$ cat src/rtl/spim_pkg.sv
// Shared types for the serial master.
// Assumes: imported by the clock generator only; no state lives here.
package spim_pkg;
    // Phase of the serial bit clock.
    typedef enum logic [1:0] {
        PH_OFF   = 2'd0,   // no transfer running
        PH_REST  = 2'd1,   // clock at idle level
        PH_DRIVE = 2'd2    // clock at active level
    } sclk_phase_e;
endpackage

$ cat src/rtl/spim_clkgen.sv
// Bit clock generator. On launch it latches the phase lengths derived
// from the rate code and then alternates rest and drive phases, starting
// with a rest phase. It flags the leading edge (rest->drive) and the
// trailing edge (drive->rest) in the cycle before the level changes.
// Assumes: launch is only raised when no transfer is running.
module spim_clkgen #(
    parameter int RATE_W = 7
) (
    input  logic              clk,
    input  logic              rst_n,
    input  logic              launch,
    input  logic              halt,
    input  logic [RATE_W-1:0] rate,
    output logic              act,
    output logic              lead,
    output logic              trail
);
    import spim_pkg::*;

    localparam int PER_W = RATE_W + 1;

    logic [PER_W-1:0] period;
    logic [PER_W-1:0] hi_len;
    logic [PER_W-1:0] lo_len;
    logic [PER_W-1:0] hi_q;
    logic [PER_W-1:0] lo_q;
    logic [PER_W-1:0] cnt_q;
    sclk_phase_e      phase_q;

    // Period rule: codes up to 2 give four cycles, the rest give code+1.
    always_comb begin
        if (rate <= RATE_W'(2))
            period = PER_W'(4);
        else
            period = PER_W'(rate) + PER_W'(1);
        hi_len = period >> 1;
        lo_len = period - hi_len;
    end

    // Edge flags: last cycle of the current phase.
    assign lead  = (phase_q == PH_REST)  && (cnt_q == lo_q - PER_W'(1));
    assign trail = (phase_q == PH_DRIVE) && (cnt_q == hi_q - PER_W'(1));
    assign act   = (phase_q == PH_DRIVE);

    // Phase sequencer with its cycle counter, restarted at every launch.
    always_ff @(posedge clk) begin
        if (!rst_n) begin
            phase_q <= PH_OFF;
            cnt_q   <= '0;
            hi_q    <= PER_W'(2);
            lo_q    <= PER_W'(2);
        end else if (launch) begin
            phase_q <= PH_REST;
            cnt_q   <= '0;
            hi_q    <= hi_len;
            lo_q    <= lo_len;
        end else begin
            case (phase_q)
                PH_REST: begin
                    if (lead) begin
                        phase_q <= PH_DRIVE;
                        cnt_q   <= '0;
                    end else begin
                        cnt_q <= cnt_q + PER_W'(1);
                    end
                end
                PH_DRIVE: begin
                    if (trail) begin
                        phase_q <= halt ? PH_OFF : PH_REST;
                        cnt_q   <= '0;
                    end else begin
                        cnt_q <= cnt_q + PER_W'(1);
                    end
                end
                default: begin
                    phase_q <= PH_OFF;
                    cnt_q   <= '0;
                end
            endcase
        end
    end
endmodule

$ cat src/rtl/spim_ctrl.sv
// Transfer controller. It accepts a start only when idle, counts the bits
// still to be sampled, and marks the final trailing edge. It suppresses
// the data advance at the first leading edge, because the first bit is
// already on the line by then.
// Assumes: lead and trail come from spim_clkgen and are never both high.
module spim_ctrl #(
    parameter int LEN_W = 4
) (
    input  logic             clk,
    input  logic             rst_n,
    input  logic             start,
    input  logic [LEN_W-1:0] len_sel,
    input  logic             lead,
    input  logic             trail,
    output logic             launch,
    output logic             halt,
    output logic             shift_en,
    output logic             busy,
    output logic             done
);
    logic [LEN_W-1:0] left_q;
    logic             first_q;

    assign launch   = start && !busy;
    assign halt     = trail && (left_q == '0);
    assign shift_en = lead && !first_q;

    // Busy, remaining-bit count, first-edge flag and completion pulse.
    always_ff @(posedge clk) begin
        if (!rst_n) begin
            busy    <= 1'b0;
            done    <= 1'b0;
            left_q  <= '0;
            first_q <= 1'b0;
        end else if (launch) begin
            busy    <= 1'b1;
            done    <= 1'b0;
            left_q  <= len_sel;
            first_q <= 1'b1;
        end else begin
            done <= halt;
            if (lead)
                first_q <= 1'b0;
            if (trail) begin
                if (halt)
                    busy <= 1'b0;
                else
                    left_q <= left_q - LEN_W'(1);
            end
        end
    end
endmodule

$ cat src/rtl/spim_shreg.sv
// Data path. At launch it loads the transmit word, aligned so that bit
// len_sel sits at the output, and advances it one place per shift. It
// gathers the input line at each trailing edge and publishes the
// right-justified word at the final one.
// Assumes: MAX_BITS >= 2 and LEN_W = clog2(MAX_BITS).
module spim_shreg #(
    parameter int MAX_BITS = 16,
    parameter int LEN_W    = 4
) (
    input  logic                clk,
    input  logic                rst_n,
    input  logic                launch,
    input  logic                shift_en,
    input  logic                trail,
    input  logic                halt,
    input  logic [MAX_BITS-1:0] tx_word,
    input  logic [LEN_W-1:0]    len_sel,
    input  logic                miso,
    output logic                mosi,
    output logic [MAX_BITS-1:0] rx_word
);
    logic [MAX_BITS-1:0] tx_q;
    logic [MAX_BITS-2:0] rx_sh;
    logic [MAX_BITS-1:0] rx_next;
    logic [LEN_W-1:0]    align;

    assign align   = LEN_W'(MAX_BITS - 1) - len_sel;
    assign rx_next = {rx_sh, miso};
    assign mosi    = tx_q[MAX_BITS-1];

    // Transmit shifter: load aligned, advance at each later leading edge.
    always_ff @(posedge clk) begin
        if (!rst_n)
            tx_q <= '0;
        else if (launch)
            tx_q <= tx_word << align;
        else if (shift_en)
            tx_q <= tx_q << 1;
    end

    // Receive shifter: clear at launch, take one sample per trailing edge.
    always_ff @(posedge clk) begin
        if (!rst_n)
            rx_sh <= '0;
        else if (launch)
            rx_sh <= '0;
        else if (trail)
            rx_sh <= rx_next[MAX_BITS-2:0];
    end

    // Received word register, updated at the final sample.
    always_ff @(posedge clk) begin
        if (!rst_n)
            rx_word <= '0;
        else if (halt)
            rx_word <= rx_next;
    end
endmodule

$ cat src/rtl/spi_ser_master.sv
// Serial peripheral master, top level. It connects the controller, the bit
// clock generator and the data path, latches the polarity at start, and
// maps the internal active-level flag to the serial clock pin.
// Assumes: start is a single-cycle request; inputs are synchronous to clk.
module spi_ser_master #(
    parameter int MAX_BITS  = 16,
    parameter int RATE_BITS = 7
) (
    input  logic                        clk,
    input  logic                        rst_n,
    input  logic [RATE_BITS-1:0]        rate,
    input  logic                        cpol,
    input  logic [$clog2(MAX_BITS)-1:0] len_sel,
    input  logic [MAX_BITS-1:0]         tx_word,
    input  logic                        start,
    output logic                        busy,
    output logic                        done,
    output logic [MAX_BITS-1:0]         rx_word,
    output logic                        sclk,
    output logic                        mosi,
    input  logic                        miso
);
    localparam int LEN_W = $clog2(MAX_BITS);

    logic launch;
    logic halt;
    logic shift_en;
    logic act;
    logic lead;
    logic trail;
    logic cpol_q;

    spim_ctrl #(.LEN_W(LEN_W)) u_ctrl (
        .clk      (clk),
        .rst_n    (rst_n),
        .start    (start),
        .len_sel  (len_sel),
        .lead     (lead),
        .trail    (trail),
        .launch   (launch),
        .halt     (halt),
        .shift_en (shift_en),
        .busy     (busy),
        .done     (done)
    );

    spim_clkgen #(.RATE_W(RATE_BITS)) u_clkgen (
        .clk    (clk),
        .rst_n  (rst_n),
        .launch (launch),
        .halt   (halt),
        .rate   (rate),
        .act    (act),
        .lead   (lead),
        .trail  (trail)
    );

    spim_shreg #(.MAX_BITS(MAX_BITS), .LEN_W(LEN_W)) u_shreg (
        .clk      (clk),
        .rst_n    (rst_n),
        .launch   (launch),
        .shift_en (shift_en),
        .trail    (trail),
        .halt     (halt),
        .tx_word  (tx_word),
        .len_sel  (len_sel),
        .miso     (miso),
        .mosi     (mosi),
        .rx_word  (rx_word)
    );

    // Polarity held for the length of a transfer.
    always_ff @(posedge clk) begin
        if (!rst_n)
            cpol_q <= 1'b0;
        else if (launch)
            cpol_q <= cpol;
    end

    // Pin level: live polarity when idle, latched polarity when running.
    assign sclk = busy ? (act ^ cpol_q) : cpol;
endmodule

$ cat config.mk
export PLATFORM = sky130hd
export DESIGN_NAME = spi_ser_master
export DESIGN_NICKNAME = d
export VERILOG_FILES = /design/src/rtl/spim_pkg.sv /design/src/rtl/spim_clkgen.sv /design/src/rtl/spim_ctrl.sv /design/src/rtl/spim_shreg.sv /design/src/rtl/spi_ser_master.sv
export SDC_FILE = /design/constraint.sdc
export NUM_CORES = 1
export LEC_CHECK = 0
export ABC_AREA = 1
export CAP_MARGIN = 10
export CORE_UTILIZATION = 61
export CTS_CLUSTER_SIZE = 16
export DETAILED_ROUTE_END_ITERATION = 8
export PLACE_DENSITY = 0.88
export SYNTH_ARGS = -nofsm -noshare
export SYNTH_HDL_FRONTEND = slang
export SYNTH_SLANG_ARGS = --single-unit
$ cat constraint.sdc
create_clock -name clk -period 5 [get_ports clk]
set_input_delay 1.25 -clock clk [delete_from_list [all_inputs] [get_ports clk]]
set_output_delay 1.25 -clock clk [all_outputs]
set_load 0.02 [all_outputs]
==> flow_summary.yaml, run 1 <==
clock_network:
  cts_made_buffers: 9
  cts_root_buf: "clkbuf_8"
  cts_htree_levels: 3
  clk-insertion-delay-late_ps: 360
  cts_buffer_depth: 2
  path_clk_slew_ps: 90
  cts_setup_buffers: 0
  cts_sinks: 80
  hold_buffers: 0
  post_cts_resized: 0
  cts_tree: "built"
detailed_routing:
  wl_um: 11700
  drtIter0Drc: 220
  drc_errors: 0
  vias: 4879
  dr.pass1.iters: 5
  drtAntennaViolNets: 0
  vias_per_cell: 5.56
  wire_per_inst_um: 13.3
floorplanning:
  dieArea_um2: 8180
  dieHeight_um: 90.5
  core_um2: 7410
  start_util_pct: 64.4
  io_pins: 52
  rows: 31
  die_w_um: 90.5
timing:
  hold_viol: 0
  post-route-period-util_pct: 79.8
  min_period_ps: 3990
  rsz0062_at_grt: "false"
  tightest_slew_ps: 683
  slew_violations: 0
  setup_viol: 0
  fin_tns_setup_ps: 0
  slew_headroom_pct: 54.3
  finClkSkew_ps: 15.6
  max_freq_ghz: 0.251
global_routing:
  grt_pass1_wl_um: 20100
  grt_pass1_vias: 4638
  grt_usage_pct: 29.7
  gr-total-overflow: 0
  grt_max_degree: 27
  antenna_found_initial: 0
synthesis:
  post_synth.cell_area_avg_um2: 6.49
  synthDistinctLibCells: 39
  async_flop_share_pct: 0
  yosysTopAreaCellShare_pct: 33.6
  yosys-top-cells-area: "dfxtp_1 (34%), nand2_1 (16%), nor2_1 (7.6%)"
  syn_inst: 736
  synth_seq_area_share_pct: 33.6
  synth_seq_cells: 80
  yosysTopAreaCell: "dfxtp_1"
  synth_edf_count: 0
  ys_warn_count: 0
  netlist_area_um2: 4770
  yosys_most_used_dff: "dfxtp_1"
  synthesis.nets: 785
critical_path:
  startpoint_type: "input port"
  slowest_delay_ps: 560
  crit_fanout: 5
  crit_chain: "clkdlybuf4s50_1, inv_1, ha_1, o211ai_1, nor4_1, nor2_1, ha_1, inv_1, fa_1, nand3_1, nand3_1, nand2_1, nand2_1, nand2_1, nand2_1, or2_2, nand3_1, o21ai_0"
  cp.arrival_ps: 4220
  critPathSlowestCell: "clkdlybuf4s50_1"
  cpMostUsedCell: "nand2_1"
  crit_type: "input port to flip-flop"
  crit_required_ps: 5240
  cp-end-kind: "flip-flop"
cells_and_area:
  fin_nets: 823
  syn2layout_area_growth_pct: 15.9
  diodes: 0
  drive_above_1_share_pct: 8.22
placement:
  gp_congestion: 0.913
  port_buffers: 51
  dp_hpwl_um: 8620
outcome:
  outcome: "complete, no violations"
pwr:
  p_leak_nw: 2.33
  power_per_cell_area_nw_per_um2: 287
  ir_worst_vdd_mv: 0.227
  total_power_mw: 1.59
job:
  max_cap_violations: 0
worst_hold_path:
  min_path_type: "flip-flop to flip-flop"
metal layers:
layer	vias to the layer above	wire (um)	GRT usage, %
met3	28	625	4.55
met5	-	0	0
met1	2260	4820	34.0
met2	143	5920	53.7
met4	0	294	13.8
li1	2448	-	-
final cells by class:
cell class                      count  area, um^2
Multi-Input combinational cell    559        2780
Fill cell                         587        1880
Sequential cell                    80        1600
Timing Repair Buffer               54         533
Inverter                           70         265
Clock buffer                        9         124
Tap cell                           99         124
Clock inverter                      7         108
critical path, delay by kind of cell:
| family | cells | cell delay (ps) |
|---|---|---|
| simple gates | 10 | 1210 |
| buf+inv | 3 | 690 |
| fa+ha+maj | 3 | 830 |
| compound gates | 2 | 260 |
cell usage in the layout (no fill, tap or decap), types with 2 or more instances in the layout:
master / synthesis / routed
a21oi_1: 33 / 33
a21oi_2: 9 / 9
buf_4: 3 / 3
bufinv_16: 0 / 2
clkbuf_8: 0 / 9
clkdlybuf4s50_1: 0 / 51
dfxtp_1: 80 / 80
ha_1: 16 / 16
inv_1: 59 / 59
inv_2: 9 / 9
inv_6: 0 / 2
inv_8: 0 / 2
nand2_1: 201 / 201
nand2_2: 11 / 11
nand3_1: 56 / 56
nand4_1: 3 / 3
nor2_1: 97 / 97
nor2_2: 4 / 4
nor3_1: 2 / 2
nor3b_1: 2 / 2
o211ai_1: 7 / 7
o21ai_0: 72 / 72
o21ai_1: 2 / 2
o22ai_1: 9 / 9
or2_2: 7 / 7
xnor2_1: 9 / 9
xor2_1: 8 / 8
metrics by stage:
stage	hold WS (ps)	utilization, %	cell area, um^2	setup slack [ps]	cells
finish	473	74.7	5530	1010	878
global placement	448	71.5	5300	866	862
floorplan	439	-	4770	1570	736
detailed placement	459	71.5	5300	656	862
CTS	474	74.7	5530	1030	878
global route	491	74.7	5530	706	878
logic make-up after synthesis:
kind of cell,count (synthesis),share of synthesized area [%]
AO/OA/AOI/OAI,135,15.6
XOR/XNOR,18,3.46
adder cells (fa/ha/maj),17,4.61
buffers and inverters,97,8.28
flip-flops,80,33.6
multiplexers,1,0.210
AND/OR/NAND/NOR,388,34.2
worst paths after layout:
kind | to | start | slack [ps] | cells after the start
max | u_clkgen.lo_q[6] | rate[0] | 1010 | 18
min | u_shreg.rx_word[1] | u_shreg.rx_word[1] | 470 | 2
max reg2reg | u_shreg.tx_q[6] | u_clkgen.lo_q[0] | 2600 | 14
min reg2reg | u_shreg.rx_word[1] | u_shreg.rx_word[1] | 470 | 2
synth_stat cells (all sizes together), types with 7 or more instances:
master and count:
o22ai 9, dfxtp 80, nand3 57, nand2 212
o21ai 74, o211ai 7, a21oi 42, ha 16
nor2 102, clkbuf 17, xor2 8, xnor2 10
buf 10, or2 8, inv 69
power by group:
part,switching (mW),internal (mW)
clock,0.265,0.292
sequential,0.0263,0.666
combinational,0.210,0.131
total,0.501,1.09
sequential cells by signal, indices dropped and copies added, names as in the netlist, 2 cells and up:
signal / flops
u_clkgen.phase_q: 2
u_clkgen.hi_q: 7
u_clkgen.lo_q: 8
u_shreg.tx_q: 16
u_shreg.rx_word: 16
u_clkgen.cnt_q: 8
u_ctrl.left_q: 4
u_shreg.rx_sh: 15
No activity file was read; power rests on OpenSTA's default activity.
==> run 2, diff against run 1 <==
--- a/config.mk
+++ b/config.mk
@@ -7,10 +7,10 @@
 export LEC_CHECK = 0
 export ABC_AREA = 1
 export CAP_MARGIN = 10
-export CORE_UTILIZATION = 61
+export CORE_UTILIZATION = 57
 export CTS_CLUSTER_SIZE = 16
 export DETAILED_ROUTE_END_ITERATION = 8
-export PLACE_DENSITY = 0.88
+export PLACE_DENSITY = 0.83
 export SYNTH_ARGS = -nofsm -noshare
 export SYNTH_HDL_FRONTEND = slang
 export SYNTH_SLANG_ARGS = --single-unit
==> constraint.sdc (replaced) <==
create_clock -name clk -period 4.11 [get_ports clk]
set_input_delay 1.0275 -clock clk [delete_from_list [all_inputs] [get_ports clk]]
set_output_delay 1.0275 -clock clk [all_outputs]
set_load 0.02 [all_outputs]
==> flow_summary.yaml, run 2 (same netlist as run 1, synthesis figures left out) <==
outcome:
  outcome: "complete, no violations"
floorplanning:
  dieArea_um2: 8740
  rows: 33
  start_util_pct: 58.4
  dieHeight_um: 93.5
  core_um2: 8180
  io_pins: 52
  die_w_um: 93.5
detailed_routing:
  drtAntennaViolNets: 0
  wire_per_inst_um: 12.8
  wl_um: 11400
  vias_per_cell: 5.33
  dr.pass1.iters: 4
  drc_errors: 0
  drtIter0Drc: 174
  vias: 4733
placement:
  pre_cts_slack_ps: 104
  gp_congestion: 0.889
  dpl-instance-area_um2: 5340
  dp_hpwl_um: 8500
  place_inst: 872
  port_buffers: 51
critical_path:
  crit_family: "simple AND/OR/NAND/NOR gates"
  r2r_start: "u_clkgen.lo_q[0]"
  ff2ff_setup_slack_ps: 1740
  cp.arrival_ps: 3910
  cpMostUsedCell: "nand2_1"
  crit_required_ps: 4350
  r2r-end: "u_shreg.tx_q[1]"
  critPathSlowestCell: "clkdlybuf4s50_1"
  startpoint_type: "input port"
  crit_chain: "clkdlybuf4s50_1, ha_1, o211ai_1, nor4_1, or2_2, ha_1, inv_1, fa_1, nand3_1, nand3_1, nand2_1, nand2_1, nand2_1, nand2_1, or2_2, nand3_1, o21ai_0"
  crit_buf_inv: 2
  crit_type: "input port to flip-flop"
  cp-end-kind: "flip-flop"
  slowest_delay_ps: 570
  reg2regPathDepth: 14
  crit_fanout: 5
timing:
  slew_headroom_pct: 62.7
  finClkSkew_ps: 15.4
  slew_violations: 0
  hold_viol: 0
  fin_tns_setup_ps: 0
  timing.hold.ws_ps: 471
  min_period_ps: 3680
  setup_viol: 0
  post-route-period-util_pct: 89.4
  tightest_slew_ps: 558
  max_freq_ghz: 0.272
  rsz0062_at_grt: "false"
  fin_ws_ps: 434
global_routing:
  antenna_found_initial: 0
  grt_usage_pct: 27.6
  grt_max_degree: 22
  grt_pass1_vias: 4480
  gr-total-overflow: 0
  grt_pass1_wl_um: 19300
clock_network:
  cts_root_buf: "clkbuf_8"
  cts_sinks: 80
  cts_setup_buffers: 0
  hold_buffers: 0
  cts_tree: "built"
  post_cts_resized: 0
  cts_made_buffers: 9
  cts_buffer_depth: 2
  path_clk_slew_ps: 100
  cts_htree_levels: 3
  clk-insertion-delay-late_ps: 370
worst_hold_path:
  hp-start: "u_shreg.rx_sh[3]"
  min_path_type: "flip-flop to flip-flop"
  holdPathStages: 2
  hold_path_end: "u_shreg.rx_word[4]"
pwr:
  total_power_mw: 1.93
  power_per_cell_area_nw_per_um2: 347
  p_leak_nw: 2.35
  ir_worst_vdd_mv: 0.214
cells_and_area:
  top_regs: "u_shreg.rx_word (16), u_shreg.tx_q (16), u_shreg.rx_sh (15)"
  final_cell_mix: "nand2_1 (201), nor2_1 (97), dfxtp_1 (80), o21ai_0 (72), inv_1 (59)"
  diodes: 0
  final_common_cell: "nand2_1"
  nFillCells: 720
  post-route-util_pct: 68.2
  fin_nets: 827
  drive_above_1_share_pct: 8.68
  finalInstanceArea_um2: 5570
  multi_input_area_um2: 2780
  syn2layout_area_growth_pct: 16.7
  regArea_um2: 1600
  final_cells: 888
job:
  max_cap_violations: 0
run 2: cell count changes in the layout (fill, tap and decap cells not counted):
cell / before / now
inv_8: 2 / 0
clkinv_4: 0 / 1
inv_6: 2 / 3
clkinv_8: 0 / 1
buf_4: 3 / 7
clkinvlp_4: 1 / 0
run 2: tightest hold or removal path, cell delays in order, from the launching register on:
cell,delay (ps)
dfxtp_1,330
nand2_2,70
a21oi_2,40
run 2: worst max path at each step:
stage / end / cells after the start / start / slack [ps]
floorplan: u_clkgen.lo_q[6] / 17 / rate[0] / 900
global placement: u_clkgen.lo_q[6] / 17 / rate[1] / 280
detailed placement: u_clkgen.lo_q[6] / 17 / rate[1] / 100
CTS: u_clkgen.lo_q[6] / 17 / rate[1] / 470
global route: u_clkgen.lo_q[6] / 17 / rate[1] / 170
finish: u_clkgen.lo_q[6] / 17 / rate[1] / 430
run 2: layout make-up:
class | instances | share of cell area (%)
repair buffers | 58 | 10.1
flip-flops and latches | 80 | 28.7
inverters | 70 | 4.76
clock buffers | 9 | 2.22
well taps | 105 | 2.36
multi-input cells | 559 | 49.8
clock inverters | 7 | 2.00
run 2: per-layer routing:
| layer | GRT usage [%] | wire [um] |
|---|---|---|
| met1 | 33.1 | 5180 |
| met2 | 48.2 | 5500 |
| met3 | 5.85 | 444 |
| met4 | 10.3 | 252 |
| met5 | 0 | 0 |
run 2: power breakdown:
part / internal (mW) / leakage (nW) / switching (mW)
Combinational: 0.162 / 1.58 / 0.254
Clock: 0.355 / 0.118 / 0.321
Sequential: 0.811 / 0.651 / 0.0305
==> run 3, diff against run 2 <==
--- a/config.mk
+++ b/config.mk
@@ -7,10 +7,13 @@
 export LEC_CHECK = 0
 export ABC_AREA = 1
 export CAP_MARGIN = 10
-export CORE_UTILIZATION = 57
+export CELL_PAD_IN_SITES_DETAIL_PLACEMENT = 1
+export CELL_PAD_IN_SITES_GLOBAL_PLACEMENT = 1
+export CORE_UTILIZATION = 40
 export CTS_CLUSTER_SIZE = 16
 export DETAILED_ROUTE_END_ITERATION = 8
 export PLACE_DENSITY = 0.83
+export SETUP_SLACK_MARGIN = 0.3
 export SYNTH_ARGS = -nofsm -noshare
 export SYNTH_HDL_FRONTEND = slang
 export SYNTH_SLANG_ARGS = --single-unit
==> flow_summary.yaml, run 3 (same netlist as run 1, synthesis figures left out) <==
outcome:
  outcome: "complete, no violations"
detailed_routing:
  dr.pass1.iters: 4
  wire_per_inst_um: 15.0
  vias_per_cell: 5.30
  drc_errors: 0
  wl_um: 13900
  drtIter0Drc: 157
  drtAntennaViolNets: 0
  vias: 4905
critical_path:
  crit_type: "input port to flip-flop"
  cp-end-kind: "flip-flop"
  ff2ff_setup_slack_ps: 1540
  startpoint_type: "input port"
  crit_required_ps: 4320
  crit_chain: "clkdlybuf4s50_1, inv_1, ha_1, o211ai_1, nor4_2, nor2_1, ha_1, inv_1, fa_1, nand3_1, nand3_1, nand2_1, nand2_1, nand2_1, nand2_1, or2_2, nand3_1, o21ai_0"
  crit_path_start: "rate[0]"
  reg2regPathDepth: 14
  slowest_delay_ps: 550
  cpMostUsedCell: "nand2_1"
  r2r-end: "u_shreg.tx_q[7]"
  crit_path_end: "u_clkgen.lo_q[6]"
  critPathSlowestCell: "clkdlybuf4s50_1"
  cp.arrival_ps: 3810
  r2r_start: "u_clkgen.lo_q[0]"
  crit_fanout: 5
clock_network:
  cts_tree: "built"
  cts_sinks: 80
  cts_htree_levels: 3
  cts_made_buffers: 9
  path_clk_slew_ps: 60
  cts_root_buf: "clkbuf_16"
  cts_buffer_depth: 2
  clk-insertion-delay-late_ps: 350
  cts_setup_buffers: 0
global_routing:
  grt_pass1_wl_um: 24100
  gr-total-overflow: 0
  grt_max_degree: 33
  grt_pass1_vias: 5161
  grt_usage_pct: 24.2
  antenna_found_initial: 0
timing:
  min_period_ps: 3600
  rsz0062_at_grt: "true"
  slew_violations: 0
  setup_viol: 0
  fin_tns_setup_ps: 0
  post-route-period-util_pct: 87.7
  tightest_slew_ps: 512
  max_freq_ghz: 0.278
  hold_viol: 0
  fin_ws_ps: 507
  timing.hold.ws_ps: 466
  finClkSkew_ps: 5.93
  slew_headroom_pct: 65.7
floorplanning:
  dieArea_um2: 12400
  io_pins: 52
  start_util_pct: 41.4
  dieHeight_um: 111
  core_um2: 11500
  die_w_um: 111
  rows: 39
cells_and_area:
  diodes: 0
  regArea_um2: 1600
  multi_input_area_um2: 2790
  top_regs: "u_shreg.rx_word (16), u_shreg.tx_q (16), u_shreg.rx_sh (15)"
  nFillCells: 1521
  final_cell_mix: "nand2_1 (201), nor2_1 (97), dfxtp_1 (80), o21ai_0 (72), inv_1 (59)"
  fin_nets: 827
  final_common_cell: "nand2_1"
  syn2layout_area_growth_pct: 19.6
  drive_above_1_share_pct: 8.56
pwr:
  intPower_mw: 1.52
  pwr-share-clk_pct: 40.3
  p_sw_share_pct: 28.7
  p_seq_share_pct: 39.4
  p_leak_nw: 2.39
  power_per_cell_area_nw_per_um2: 374
  power_switching_mw: 0.614
  total_power_mw: 2.14
  pwr-share-comb_pct: 20.3
  ir_worst_vdd_mv: 0.195
worst_hold_path:
  min_path_type: "flip-flop to flip-flop"
placement:
  pre_cts_slack_ps: 55.8
  dp_hpwl_um: 10600
  port_buffers: 51
  gp_congestion: 0.889
job:
  max_cap_violations: 0
-- run 3: changes by cell type in the layout (fill, tap and decap cells not counted), moves of 3 or more --
cell	change
clkbuf_1	+3
clkbuf_16	+9
clkbuf_8	-8
inv_6	-3
-- run 3: critical path, delay by kind of cell --
| family | cells | cell delay (ps) |
|---|---|---|
| buf+inv | 3 | 680 |
| fa+ha+maj | 3 | 790 |
| simple gates | 10 | 1060 |
| compound gates | 2 | 280 |
-- run 3: power by group through the flow --
| stage | combinational, mW | sequential (mW) | clock [mW] |
|---|---|---|---|
| after floorplan | 0.297 | 0.853 | 0 |
| after global placement | 0.408 | 0.856 | 0 |
| after detailed placement | 0.432 | 0.858 | 0 |
| after CTS | 0.436 | 0.842 | 0.883 |
| after global routing | 0.493 | 0.847 | 0.908 |
| final | 0.435 | 0.842 | 0.862 |
-- run 3: worst min path at each step --
| stage | from | endpoint | cells after the start |
|---|---|---|---|
| floorplan | u_shreg.rx_sh[14] | u_shreg.rx_word[15] | 2 |
| global placement | u_ctrl.first_q | u_ctrl.first_q | 2 |
| detailed placement | u_shreg.rx_sh[3] | u_shreg.rx_word[4] | 2 |
| CTS | u_ctrl.first_q | u_ctrl.first_q | 2 |
| global route | u_shreg.rx_sh[3] | u_shreg.rx_word[4] | 2 |
| finish | u_ctrl.first_q | u_ctrl.first_q | 2 |
-- run 3: repair_timing --
item / 4_1_cts / 5_1_grt
endpoints found under the setup margin: 0 / 2
hold buffers: 0 / 0
resized for setup: 0 / 2
-- run 3: routing by layer --
metal	global-route usage (%)	routed length (um)
met1	26.4	5840
met2	45.7	7460
met3	4.43	342
met4	9.46	288
met5	0	0
-- run 3: final cells by class --
type	instances	share of cell area (%)
multi-input combinational	559	48.8
sequential	80	28.0
timing repair buffer	58	9.86
inverter	70	4.65
clock buffer	13	4.38
tap	143	3.13
clock inverter	3	1.14
-- run 3: metrics by stage --
stage                     area [um^2]  utilization, %  instances
final                            5710            49.6        926
after global routing             5710            49.6        926
after CTS                        5700            49.5        926
after detailed placement         5390            46.8        910
after global placement           5390            46.8        910
after floorplan                  4770               -        736
